$ cat src/rtl/intr_agg_pkg.sv
`timescale 1ns/1ps
package intr_agg_pkg;
   // the aggregator always exposes a pair of status/mask registers
   localparam int unsigned NUM_BANKS = 2;
   // default register map
   localparam int unsigned DEF_ADDR_STAT0 = 'h41;
   localparam int unsigned DEF_ADDR_STAT1 = 'h42;
   localparam int unsigned DEF_ADDR_MASK0 = 'h43;
   localparam int unsigned DEF_ADDR_MASK1 = 'h44;
   localparam int unsigned DEF_ADDR_CLR   = 'h45;
endpackage

$ cat src/rtl/intr_sync.sv
`timescale 1ns/1ps
// Shift chain exposing every tap; used both as input synchronizer and as a
// short history of a signal.
module intr_sync #(
   parameter int unsigned STAGES = 2
) (
   input  logic              clk,
   input  logic              rst_n,
   input  logic              d,
   output logic [STAGES-1:0] taps
);
   if (STAGES < 1) begin : g_bad_stages
      $error("intr_sync: STAGES must be at least 1");
   end

   logic [STAGES-1:0] sh_q;

   if (STAGES == 1) begin : g_single
      always_ff @(posedge clk or negedge rst_n) begin
         if (!rst_n) sh_q <= '0;
         else        sh_q <= d;
      end
   end else begin : g_chain
      always_ff @(posedge clk or negedge rst_n) begin
         if (!rst_n) sh_q <= '0;
         else        sh_q <= {sh_q[STAGES-2:0], d};
      end
   end

   assign taps = sh_q;
endmodule

$ cat src/rtl/intr_stat_reg.sv
`timescale 1ns/1ps
// One sticky status register: set wins over the read-clear of the same edge.
module intr_stat_reg #(
   parameter int unsigned W = 8
) (
   input  logic         clk,
   input  logic         rst_n,
   input  logic [W-1:0] set,
   input  logic         clr,
   output logic [W-1:0] q
);
   if (W < 1) begin : g_bad_w
      $error("intr_stat_reg: W must be at least 1");
   end

   logic [W-1:0] q_r;

   always_ff @(posedge clk or negedge rst_n) begin
      if (!rst_n) q_r <= '0;
      else        q_r <= (clr ? '0 : q_r) | set;
   end

   assign q = q_r;
endmodule

$ cat src/rtl/intr_pulse_timer.sv
`timescale 1ns/1ps
// Fixed-length one-shot; a start request while running is dropped.
module intr_pulse_timer #(
   parameter int unsigned CYCLES = 20,
   parameter int unsigned CNT_W  = $clog2(CYCLES + 1)
) (
   input  logic clk,
   input  logic rst_n,
   input  logic start,
   output logic active
);
   if (CYCLES < 1) begin : g_bad_cycles
      $error("intr_pulse_timer: CYCLES must be at least 1");
   end

   localparam logic [CNT_W-1:0] LOAD = CNT_W'(CYCLES - 1);

   logic [CNT_W-1:0] cnt_q;
   logic             act_q;

   always_ff @(posedge clk or negedge rst_n) begin
      if (!rst_n) begin
         cnt_q <= '0;
         act_q <= 1'b0;
      end else if (act_q) begin
         if (cnt_q == '0) act_q <= 1'b0;
         else             cnt_q <= cnt_q - CNT_W'(1);
      end else if (start) begin
         act_q <= 1'b1;
         cnt_q <= LOAD;
      end
   end

   assign active = act_q;
endmodule

$ cat src/rtl/intr_aggregator.sv
`timescale 1ns/1ps
module intr_aggregator
   import intr_agg_pkg::*;
#(
   parameter int unsigned REG_W       = 8,
   parameter int unsigned SYNC_STAGES = 2,
   parameter int unsigned CLK_HZ      = 125_000_000,
   parameter int unsigned PULSE_MS    = 20,
   parameter int unsigned ADDR_W      = 8,
   parameter int unsigned CLR_BIT     = 7,
   parameter logic [ADDR_W-1:0] ADDR_STAT0 = ADDR_W'(DEF_ADDR_STAT0),
   parameter logic [ADDR_W-1:0] ADDR_STAT1 = ADDR_W'(DEF_ADDR_STAT1),
   parameter logic [ADDR_W-1:0] ADDR_MASK0 = ADDR_W'(DEF_ADDR_MASK0),
   parameter logic [ADDR_W-1:0] ADDR_MASK1 = ADDR_W'(DEF_ADDR_MASK1),
   parameter logic [ADDR_W-1:0] ADDR_CLR   = ADDR_W'(DEF_ADDR_CLR)
) (
   input  logic                           clk,
   input  logic                           rst_n,
   input  logic [NUM_BANKS*REG_W-2:0]     limit_evt,
   input  logic                           intr_in,
   output logic                           intr_pull,
   input  logic                           wr_en,
   input  logic                           rd_en,
   input  logic [ADDR_W-1:0]              addr,
   input  logic [REG_W-1:0]               wdata,
   output logic [REG_W-1:0]               rdata,
   output logic                           irq
);
   localparam int unsigned NUM_SRC      = NUM_BANKS * REG_W;
   localparam int unsigned PULSE_CYCLES = (CLK_HZ / 1000) * PULSE_MS;
   localparam int unsigned PULSE_CNT_W  = $clog2(PULSE_CYCLES + 1);
   localparam logic [NUM_BANKS-1:0][ADDR_W-1:0] STAT_ADDRS = {ADDR_STAT1, ADDR_STAT0};
   localparam logic [NUM_BANKS-1:0][ADDR_W-1:0] MASK_ADDRS = {ADDR_MASK1, ADDR_MASK0};

   // elaboration-time parameter checks
   if (CLR_BIT >= REG_W) begin : g_bad_clr_bit
      $error("intr_aggregator: CLR_BIT must lie inside REG_W");
   end
   if (PULSE_CYCLES < 1) begin : g_bad_pulse
      $error("intr_aggregator: CLK_HZ/1000*PULSE_MS must be at least 1");
   end
   if (SYNC_STAGES < 1) begin : g_bad_sync
      $error("intr_aggregator: SYNC_STAGES must be at least 1");
   end
   if (ADDR_W < 1 || REG_W < 1) begin : g_bad_width
      $error("intr_aggregator: widths must be non-zero");
   end

   // intrusion input path
   logic [SYNC_STAGES-1:0] intr_taps;
   logic [SYNC_STAGES-1:0] pull_taps;
   logic                   intr_ignore;
   logic                   intr_evt;

   intr_sync #(.STAGES(SYNC_STAGES)) u_intr_sync (
      .clk  (clk),
      .rst_n(rst_n),
      .d    (intr_in),
      .taps (intr_taps)
   );

   // history of the pull so that values caught in the synchronizer while
   // the line was held low are discarded as well
   intr_sync #(.STAGES(SYNC_STAGES)) u_pull_hist (
      .clk  (clk),
      .rst_n(rst_n),
      .d    (intr_pull),
      .taps (pull_taps)
   );

   assign intr_ignore = intr_pull | (|pull_taps);
   assign intr_evt    = intr_taps[SYNC_STAGES-1] & ~intr_ignore;

   // clear-pulse one-shot
   logic pulse_start;

   assign pulse_start = wr_en && (addr == ADDR_CLR) && wdata[CLR_BIT];

   intr_pulse_timer #(
      .CYCLES(PULSE_CYCLES),
      .CNT_W (PULSE_CNT_W)
   ) u_pulse (
      .clk   (clk),
      .rst_n (rst_n),
      .start (pulse_start),
      .active(intr_pull)
   );

   // status and mask banks
   logic [NUM_SRC-1:0]                src_set;
   logic [NUM_SRC-1:0]                stat_all;
   logic [NUM_SRC-1:0]                mask_all;
   logic [NUM_BANKS-1:0][REG_W-1:0]   stat_q;
   logic [NUM_BANKS-1:0][REG_W-1:0]   mask_q;
   logic [NUM_BANKS-1:0]              stat_rd;

   assign src_set = {intr_evt, limit_evt};

   for (genvar b = 0; b < NUM_BANKS; b++) begin : g_bank
      assign stat_rd[b] = rd_en && (addr == STAT_ADDRS[b]);

      intr_stat_reg #(.W(REG_W)) u_stat (
         .clk  (clk),
         .rst_n(rst_n),
         .set  (src_set[b*REG_W +: REG_W]),
         .clr  (stat_rd[b]),
         .q    (stat_q[b])
      );

      always_ff @(posedge clk or negedge rst_n) begin
         if (!rst_n)
            mask_q[b] <= '1;
         else if (wr_en && (addr == MASK_ADDRS[b]))
            mask_q[b] <= wdata;
      end

      assign stat_all[b*REG_W +: REG_W] = stat_q[b];
      assign mask_all[b*REG_W +: REG_W] = mask_q[b];
   end

   assign irq = |(stat_all & ~mask_all);

   // read path
   logic [REG_W-1:0] rd_val;
   logic [REG_W-1:0] rdata_q;

   always_comb begin
      rd_val = '0;
      for (int b = 0; b < NUM_BANKS; b++) begin
         if (addr == STAT_ADDRS[b]) rd_val = stat_q[b];
         if (addr == MASK_ADDRS[b]) rd_val = mask_q[b];
      end
      if (addr == ADDR_CLR) rd_val[CLR_BIT] = intr_pull;
   end

   always_ff @(posedge clk or negedge rst_n) begin
      if (!rst_n)     rdata_q <= '0;
      else if (rd_en) rdata_q <= rd_val;
   end

   assign rdata = rdata_q;
endmodule

$ cat config.mk
export PLATFORM = sky130hd
export DESIGN_NAME = intr_aggregator
export DESIGN_NICKNAME = d
export VERILOG_FILES = /design/src/rtl/intr_agg_pkg.sv /design/src/rtl/intr_sync.sv /design/src/rtl/intr_stat_reg.sv /design/src/rtl/intr_pulse_timer.sv /design/src/rtl/intr_aggregator.sv
export SDC_FILE = /design/constraint.sdc
export NUM_CORES = 1
export LEC_CHECK = 0
export BUFFER_PORTS_ARGS = -buffer_cell sky130_fd_sc_hd__buf_4
export CELL_PAD_IN_SITES_DETAIL_PLACEMENT = 1
export CELL_PAD_IN_SITES_GLOBAL_PLACEMENT = 2
export CORE_MARGIN = 4
export CORE_UTILIZATION = 30
export CTS_CLUSTER_DIAMETER = 150
export DETAILED_ROUTE_END_ITERATION = 6
export PLACE_DENSITY = 0.75
export SLEW_MARGIN = 20
export SYNTH_ARGS = -nofsm -noshare
export SYNTH_HDL_FRONTEND = slang
export SYNTH_SLANG_ARGS = --single-unit
$ cat constraint.sdc
create_clock -name clk -period 2.9 [get_ports clk]
set_clock_uncertainty 0.05 [all_clocks]
set_input_delay 0.29 -clock clk [delete_from_list [all_inputs] [get_ports clk]]
set_output_delay 0.29 -clock clk [all_outputs]
set_load 0.02 [all_outputs]
* After elaboration in Yosys (flattened, before gate mapping)
Cells that the tools add are included.
** Storage, ports and cells
- Bits of input ports :: 36
- Word-level logic and storage cells :: 47
- Output and inout bits :: 10
- Register bits :: 67
** Cells by class
- Reductions and logical operators :: 11
- Bitwise gates (word level) :: 7
- Equal/unequal tests :: 6
- Muxes and demuxes :: 13
- $add $sub $neg :: 1
** Operators with widths (number)
- two-way mux 22 bit :: 3
- two-way mux 8 bit :: 6
- equality test 8 x 7 -> 1 bit, second input constant :: 5
- logical NOT 22 bit :: 1
- subtractor 22 x 1 -> 22 bit, second input constant :: 1
- bitwise AND 16 bit :: 1
- inverter 16 bit :: 1
- OR 8 bit :: 2
- OR reduction 16 bit :: 1
- logical AND 1 bit :: 6
- two-way mux 1 bit :: 4
- inequality test 2 bit, second input constant :: 1
- AND reduction 2 bit :: 1
- nonzero test 2 bit :: 1
- OR reduction 2 bit :: 1
- bitwise AND 1 bit :: 1
- inverter 1 bit :: 1
- OR 1 bit :: 1

* Logic depth before layout (Yosys ltp)
Gate-level depths: netlist (run 1).
- Depth in word-level cells :: 6
- Mapped depth :: 7
- Depth with buffers taken out :: 7

* Cells and area by module
A second synthesis (run 1) with hierarchy kept.
** Unflattened totals
- Cell total of the unflattened synthesis :: 306
- Area total of the unflattened synthesis :: 3473.3 sq um
** Modules (own cells, without submodules)
- intr_aggregator :: area each 1476.4 sq um, seq. area each 620.6 sq um, instances 1, cells an instance 133
- intr_pulse_timer :: area each 1368.8 sq um, seq. area each 575.6 sq um, instances 1, cells an instance 135
- intr_stat_reg :: area each 264.0 sq um, seq. area each 200.2 sq um, instances 2, cells an instance 17
- intr_sync :: area each 50.0 sq um, seq. area each 50.0 sq um, instances 2, cells an instance 2

* Least setup slack after synthesis (run 1)
OpenSTA, ideal clock, no wires.
- Kind :: register to register
- Start :: register u_pulse.cnt_q[19]
- End :: register u_pulse.cnt_q[0]
- Buffers on the path :: 0
- Period minus slack after synthesis :: 2249 ps
- Path slack :: 651 ps
- Data required time :: 2725 ps
- Arrival time :: 2074 ps
- Setup time :: 125 ps
- Stages on the path, launching flop included :: 6
- Cell sequence :: dfrtp_1 or4_4 or4_4 nor3b_4 nor2_2 mux2_2
** Between the ends
- Cells in the longest elaborated chain, start to end :: 3
** RTL lines
- start: declaration :: RTL line intr_pulse_timer.sv:18 : logic [CNT_W-1:0] cnt_q;
- start signal: assignment :: RTL line intr_pulse_timer.sv:27 : else cnt_q <= cnt_q - CNT_W'(1);
- logical NOT 22 bit :: RTL line intr_pulse_timer.sv:26 : if (cnt_q == '0) act_q <= 1'b0;
- inequality test 2 bit (no source line)
- AND reduction 2 bit (no source line)
Every way passes these cells.
A chain may end at the register's enable or synchronous reset.

* Worst setup path in the final report (run 1)
Same ends and word-level chain as after synthesis.

==> out/summary.txt, run 1 <==
hpwl dp: 6320 um
Synth Flop Type: dfrtp_1
I/O Buffers: 45
Avg Cell Area, Syn: 10.6 um2
synth top area cells: dfrtp_1, dfstp_2, mux2_2, a21o_1, inv_1
Fmax: 0.413 GHz
post-route antenna net violation count: 0
Mapped Cells: 307
DRT iter0 DRCs: 55
final net count: 397
total grt overflow: 0
# resized after CTS: 0
final hold vios: 0
global-route wire length before repair: 14400 um
Sequential Power Share: 50.3%
status: completed
EDFF count, synth: 0
Hold Path Cell Cnt: 2
CTS buffer count: 9
startpoint types: flop
routability cong.: 0.788
Final Critical Period: 2.42 ns
Synth top area share: 39.1%
DR vias: 2579
CTS tree: done
Worst Setup End Kind: flop
GR Util All Layers: 14.8%
flops & latches, synth: 67
final setup fails: 0
worst vdd ir: 0.287 mV
die width: 112 um
fin. max-slew vios: 0
area growth from synthesis to layout: 22.0%
Pwr Total: 0.00215 W
final wirelength: 8960 um
Clock Pin Slew Worst Setup and Hold Paths: 0.08 ns
crit-path cells: or4_4 -> or4_4 -> nor3b_4 -> nor2_2 -> mux2_2
Leak: 1.70 nW
syn_nets: 344
Worst path most repeated cell: or4_4
max incr delay on CP: 0.56 ns
CP Class: flop to flop
mapped cell area: 0.00327 mm2
area of the core: 0.0105 mm2
initial antenna violation count: 0
drt drc: 0
Sink Count: 67
Reg2Reg Depth: 5
Worst Hold Class: input port to flop
CP max FO: 9
Int Power: 0.00156 W
Wirelength per Cell: 17.9 um
Rows: 37
clock latency on the worst-skew pair: 0.36 ns
share of synthesized registers carrying an async set or reset: 100%
Max-Cap Viols: 0
period utilization: 83.4%
Ys Warns: 0
Diodes inserted: 0
initial cell density of the core: 31.2%
largest net degree at the start of global routing: 68
slowest CP cell: or4_4
RSZ-0062 raised after global routing: no
Ports: 46
sw frac: 27.1%
slew margin rel.: 41.0%
clk buf depth: 2
net switching power: 0.000582 W
layout cells sized above 1: 30.7%
Data required, critical path: 3.10 ns
CP arrival: 2.62 ns
Least-Margin Pin Slew: 0.885 ns
CTS root buffer: clkbuf_8
die height: 112 um
area leader, netlist: dfrtp_1
die area: 0.0126 mm2
Vias per Instance: 5.15
DRT Pass-1 Iters: 4
Clk network pwr share: 35.9%
setup total negative slack: 0 ns
Gate power share: 13.8%
H-tree Lvls: 3
pwr/cell area: 538 mW/mm2
vias in the first global route: 2713
Cell variety after synth: 51
post-synthesis sequential area ratio: 51.9%
cells in the mapped netlist, drive strengths merged, types with 2 or more instances:
| cell type | number |
|---|---|
| clkbuf | 10 |
| o22ai | 11 |
| o31ai | 6 |
| and2 | 4 |
| nand3 | 8 |
| a21o | 15 |
| a22oi | 7 |
| xor2 | 3 |
| nor4 | 7 |
| dfrtp | 51 |
| nor3 | 6 |
| nor3b | 2 |
| mux2i | 9 |
| a21oi | 12 |
| o21ai | 4 |
| mux2 | 24 |
| and4 | 2 |
| nand2b | 3 |
| inv | 28 |
| or4 | 6 |
| nor2 | 22 |
| o211ai | 2 |
| nor4b | 3 |
| nor2b | 2 |
| a221oi | 4 |
| dfstp | 16 |
| nand2 | 16 |
| and3 | 3 |
| nand4 | 4 |
final timing paths:
path / to / slack, ns / start
max: u_pulse.cnt_q[0]$_DFFE_PN0P_ / 0.48 / u_pulse.cnt_q[19]$_DFFE_PN0P_
min: g_bank[0].u_stat.q[0]$_DFF_PN0_ / 0.05 / limit_evt[0]
max reg2reg: u_pulse.cnt_q[0]$_DFFE_PN0P_ / 0.48 / u_pulse.cnt_q[19]$_DFFE_PN0P_
min reg2reg: u_intr_sync.taps[1]$_DFF_PN0_ / 0.31 / u_intr_sync.taps[0]$_DFF_PN0_
max in group asynchronous: u_pulse.cnt_q[2]$_DFFE_PN0P_ / 1.68 / rst_n
min in group asynchronous: g_bank[1].u_stat.q[0]$_DFF_PN0_ / 0.53 / rst_n
flip-flops by register name, indices dropped and copies added (netlist names):
name	count
u_pull_hist.taps	2
mask_all	16
u_intr_sync.taps	2
g_bank.u_stat.q	16
rdata	8
u_pulse.active	1
u_pulse.cnt_q	22
power by group through the flow:
stage / Clock [W] / Sequential, W / Combinational, W
2_1_floorplan: 0 / 0.00108 / 0.000170
3_3_place_gp: 0 / 0.00109 / 0.000284
3_5_place_dp: 0 / 0.00109 / 0.000297
4_1_cts: 0.000813 / 0.00108 / 0.000300
5_1_grt: 0.000844 / 0.00109 / 0.000332
6_report: 0.000771 / 0.00108 / 0.000295
metal layers:
metal  wire length (um)  GRT usage, %  share of wire, %  vias up
met3                456          4.26               5.1       11
met5                  0             0                 0        -
met4                140          6.01               1.6        0
met2               4090          22.6                46       48
met1               4280          19.6                48     1293
li1                   -             -                 -     1227
placed cells by master (no fill, tap or decap), types with 4 or more instances in the layout:
cell and n:
nor3_1 5, a21oi_1 12, a22oi_1 7, o22ai_1 11, nand4_1 4, a21o_1 15
nor2_1 21, nand3_1 8, dfstp_2 16, or4_1 4, clkbuf_8 10, a221oi_1 4
nor4_1 7, mux2_2 24, mux2i_1 9, buf_4 51, nand2_1 16, o21ai_0 4
dfrtp_1 51, inv_1 28, o31ai_1 5, and2_1 4
cell families after synthesis:
group	share of synthesized area, %
simple gates	16.6
fa+ha+maj	0.383
flops	51.9
mux	11.0
buf+inv	4.52
xor+xnor	1.07
compound gates	14.4
stage by stage:
stage                     setup slack, ns  std cells  hold slack (ns)  util (%)  area, um2
after global routing                0.375        501           0.0296      38.1       3990
after floorplan                     0.651        307          -0.0556         -       3270
after detailed placement            0.464        483            0.301      36.1       3780
after CTS                           0.467        501          0.00998      38.1       3990
final                               0.480        501           0.0463      38.1       3990
after global placement              0.511        483            0.287      36.1       3780
critical path: cells and delay by family, from the launching register on:
family / cells / cell delay, ns
flops: 1 / 0.39
mux: 1 / 0.27
simple gates: 4 / 1.60
final cells by class:
type	instances	area, um2
fill	1195	6480
sequential	67	1700
multi-input combinational	201	1420
timing repair buffer	53	403
tap	136	170
clock buffer	13	149
inverter	28	105
clock inverter	3	40.0
repair_timing:
action | in CTS | in global routing
hold buffers | 2 | 0
setup buffers | 0 | 0
endpoints found under the hold margin | 7 | 0
Power figures use the tool's default switching activity.
==> run 2: changes to the inputs <==
--- a/config.mk
+++ b/config.mk
@@ -5,6 +5,7 @@
 export SDC_FILE = /design/constraint.sdc
 export NUM_CORES = 1
 export LEC_CHECK = 0
+export ABC_AREA = 1
 export BUFFER_PORTS_ARGS = -buffer_cell sky130_fd_sc_hd__buf_4
 export CELL_PAD_IN_SITES_DETAIL_PLACEMENT = 1
 export CELL_PAD_IN_SITES_GLOBAL_PLACEMENT = 2
@@ -12,7 +13,7 @@
 export CORE_UTILIZATION = 30
 export CTS_CLUSTER_DIAMETER = 150
 export DETAILED_ROUTE_END_ITERATION = 6
-export PLACE_DENSITY = 0.75
+export PLACE_DENSITY = 0.82
 export SLEW_MARGIN = 20
 export SYNTH_ARGS = -nofsm -noshare
 export SYNTH_HDL_FRONTEND = slang
==> constraint.sdc (replaced) <==
create_clock -name clk -period 2 [get_ports clk]
set_clock_uncertainty 0.05 [all_clocks]
set_input_delay 0.2 -clock clk [delete_from_list [all_inputs] [get_ports clk]]
set_output_delay 0.2 -clock clk [all_outputs]
set_load 0.02 [all_outputs]
==> run 2 against run 1 <==
Final area increased by 19%. Register-to-register slack worse by 0.23 ns. Synthesized cell count increased by 57%. Clock power grew to 2.7 times the previous value. Largest cell class is now multi-input combinational cells. Largest power group is now clock. Highest routed layer unchanged.
==> out/summary.txt, run 2 <==
die area: 0.0144 mm2 (+14%)
area growth from synthesis to layout: 26.6%
flops & latches, synth: 67 (unchanged)
clk buf depth: 2 (unchanged)
Post-DP Area: 0.00434 mm2 (+15%)
post-route antenna net violation count: 0 (unchanged)
Leak: 2.30 nW (+35%)
H-tree Lvls: 3 (unchanged)
worst vdd ir: 0.339 mV (+18%)
Design Area, Final: 0.00476 mm2 (+19%)
layout cells sized above 1: 24.0% (-6.6 points)
Worst Setup End Kind: output pin
Ys Warns: 0 (unchanged)
Vias per Instance: 4.80 (-6.7%)
Largest Register: u_pulse.cnt_q
Min Hold Slack: 0.0107 ns (-0.0356 ns)
final net count: 581 (+46%)
status: completed
non-filler instance count after layout: 717 (+43%)
Clock Pin Slew Worst Setup and Hold Paths: 0.06 ns (-0.02 ns)
CTS tree: done
routability cong.: 0.808 (+2.5%)
Least-Margin Pin Slew: 0.492 ns (-0.393 ns)
Final Critical Period: 1.84 ns
area leader, netlist: dfrtp_1
RSZ-0062 raised after global routing: no
Worst Hold Class: input port to flop
Wirelength per Cell: 15.8 um (-12%)
top cells by count, synth: nand2_1, nand3_1, inv_1
synth top area cells: dfrtp_1, nand2_1, dfstp_2, nand3_1, inv_1
clock latency on the worst-skew pair: 0.33 ns (-0.03 ns)
GR Util All Layers: 16.3% (+1.6 points)
I/O Buffers: 45 (unchanged)
drt drc: 0 (unchanged)
Sink Count: 67 (unchanged)
final hold vios: 0 (unchanged)
slew margin rel.: 67.0% (+26 points)
mapped cell area: 0.00376 mm2 (+15%)
hpwl dp: 8380 um (+33%)
area of the core: 0.0122 mm2 (+16%)
Data required, critical path: 1.75 ns (-1.35 ns)
CTS root buffer: clkbuf_16
largest net degree at the start of global routing: 40 (-41%)
pwr/cell area: 778 mW/mm2 (+45%)
syn_nets: 519 (+51%)
post-synthesis sequential area ratio: 45.1% (-6.8 points)
EDFF count, synth: 0 (unchanged)
most common cell in the netlist: nand2_1
initial antenna violation count: 0 (unchanged)
Avg Cell Area, Syn: 7.80 um2 (-27%)
Synth Flop Type: dfrtp_1
setup slack, reg-to-reg: 0.25 ns (-0.23 ns)
die width: 120 um (+6.7%)
Diodes inserted: 0 (unchanged)
die height: 120 um (+6.7%)
Max-Cap Viols: 0 (unchanged)
DR vias: 3445 (+34%)
setup total negative slack: 0 ns (unchanged)
Fmax: 0.543 GHz
CP Class: flop to output pin
period utilization: 92.0%
most frequent cells in the layout: nand2_1, nand3_1, buf_4
share of synthesized registers carrying an async set or reset: 100% (unchanged)
CTS buffer count: 9 (unchanged)
max reg flops: 22 (unchanged)
Mapped Cells: 482 (+57%)
startpoint types: flop
Synth top area share: 34.0% (-5.1 points)
Rows: 40 (+8.1%)
initial cell density of the core: 30.9% (-0.32 points)
DRT Pass-1 Iters: 4 (unchanged)
total grt overflow: 0 (unchanged)
fin. max-slew vios: 0 (unchanged)
final setup fails: 0 (unchanged)
Placed Cells incl. Taps: 698 (+45%)
CP max FO: 3 (-6)
Ports: 46 (unchanged)
Cell variety after synth: 37 (-27%)
commonest non-fill, non-tap cell in the layout: nand2_1
global-route wire length before repair: 18600 um (+29%)
# resized after CTS: 0 (unchanged)
CP arrival: 1.59 ns (-1.03 ns)
final wirelength: 11300 um (+26%)
vias in the first global route: 3688 (+36%)
DRT iter0 DRCs: 135 (+150%)
[run 2: cell types whose count changed in the layout (fill, tap and decap cells not counted), moves of 24 or more]
cell,previous run,this run
nor2_1,21,51
nand2_1,16,113
nand3_1,8,64
o21ai_0,4,28
mux2_2,24,0
inv_1,28,55
[run 2: cell families (layout without fill, tap and decap cells)]
family	after synthesis	after routing	synth area share, %
AOI/OAI and AO/OA	65	65	10.1
xor gates and xnor gates	3	3	0.699
adders and majority gates	1	1	0.333
buffers and inverters	70	137	8.22
DFF	67	67	45.1
and+or+nand+nor	276	276	35.5
[run 2: worst paths after layout]
path,depth (start not counted),startpoint,endpoint
worst max register to register,8,u_pulse.cnt_q[16]$_DFFE_PN0P_,u_pulse.cnt_q[4]$_DFFE_PN0P_
worst min register to register,0,u_intr_sync.taps[0]$_DFF_PN0_,u_intr_sync.taps[1]$_DFF_PN0_
worst min-delay path,2,limit_evt[4],g_bank[0].u_stat.q[4]$_DFF_PN0_
min in group asynchronous,2,rst_n,rdata[2]$_DFFE_PN0P_
max in group asynchronous,3,rst_n,mask_all[6]$_DFFE_PN1P_
worst max-delay path,4,mask_all[15]$_DFFE_PN1P_,irq
[run 2: worst max-delay path, stage by stage, from the launching register on]
cell	delay (ns)
dfstp_2	0.56
o22ai_1	0.08
nor3_1	0.29
nand3_1	0.15
buf_4	0.18
[run 2: final cells by class]
cell class | instances | area (um2)
Multi-Input combinational cell | 345 | 1750
Tap cell | 168 | 210
Clock inverter | 7 | 164
Clock buffer | 9 | 225
Timing Repair Buffer | 63 | 493
Sequential cell | 67 | 1700
Fill cell | 1480 | 7400
Inverter | 58 | 218
[run 2: routing by layer]
metal  GRT usage, %  wire length, um  vias to the layer above
met5              0                0                        -
met4           4.15              177                        0
met3           4.38              367                       15
met2           30.2             6100                       47
met1           18.5             4680                     1706
li1               -                -                     1677
[run 2: repair_timing]
item | in CTS | in global routing
hold endpoints to repair | 17 | 0
hold buffers | 3 | 0
buffers inserted | 0 | 0
[run 2: per-stage QoR]
| step | util [%] | total power, W | setup WS (ns) |
|---|---|---|---|
| 6_report | 39.1 | 0.00370 | 0.159 |
| 5_1_grt | 39.1 | 0.00384 | 0.0690 |
| 4_1_cts | 39.1 | 0.00375 | 0.149 |
| 3_5_place_dp | 35.7 | 0.00164 | 0.273 |
| 3_3_place_gp | 35.7 | 0.00164 | 0.338 |
| 2_1_floorplan | - | 0.00151 | 0.282 |
[run 2: power breakdown]
group | total, W | internal, W | switching [W] | leakage (nW)
Sequential | 0.00142 | 0.00140 | 0.0000178 | 0.687
Clock | 0.00209 | 0.00147 | 0.000617 | 0.190
Combinational | 0.000200 | 0.0000893 | 0.000110 | 1.42
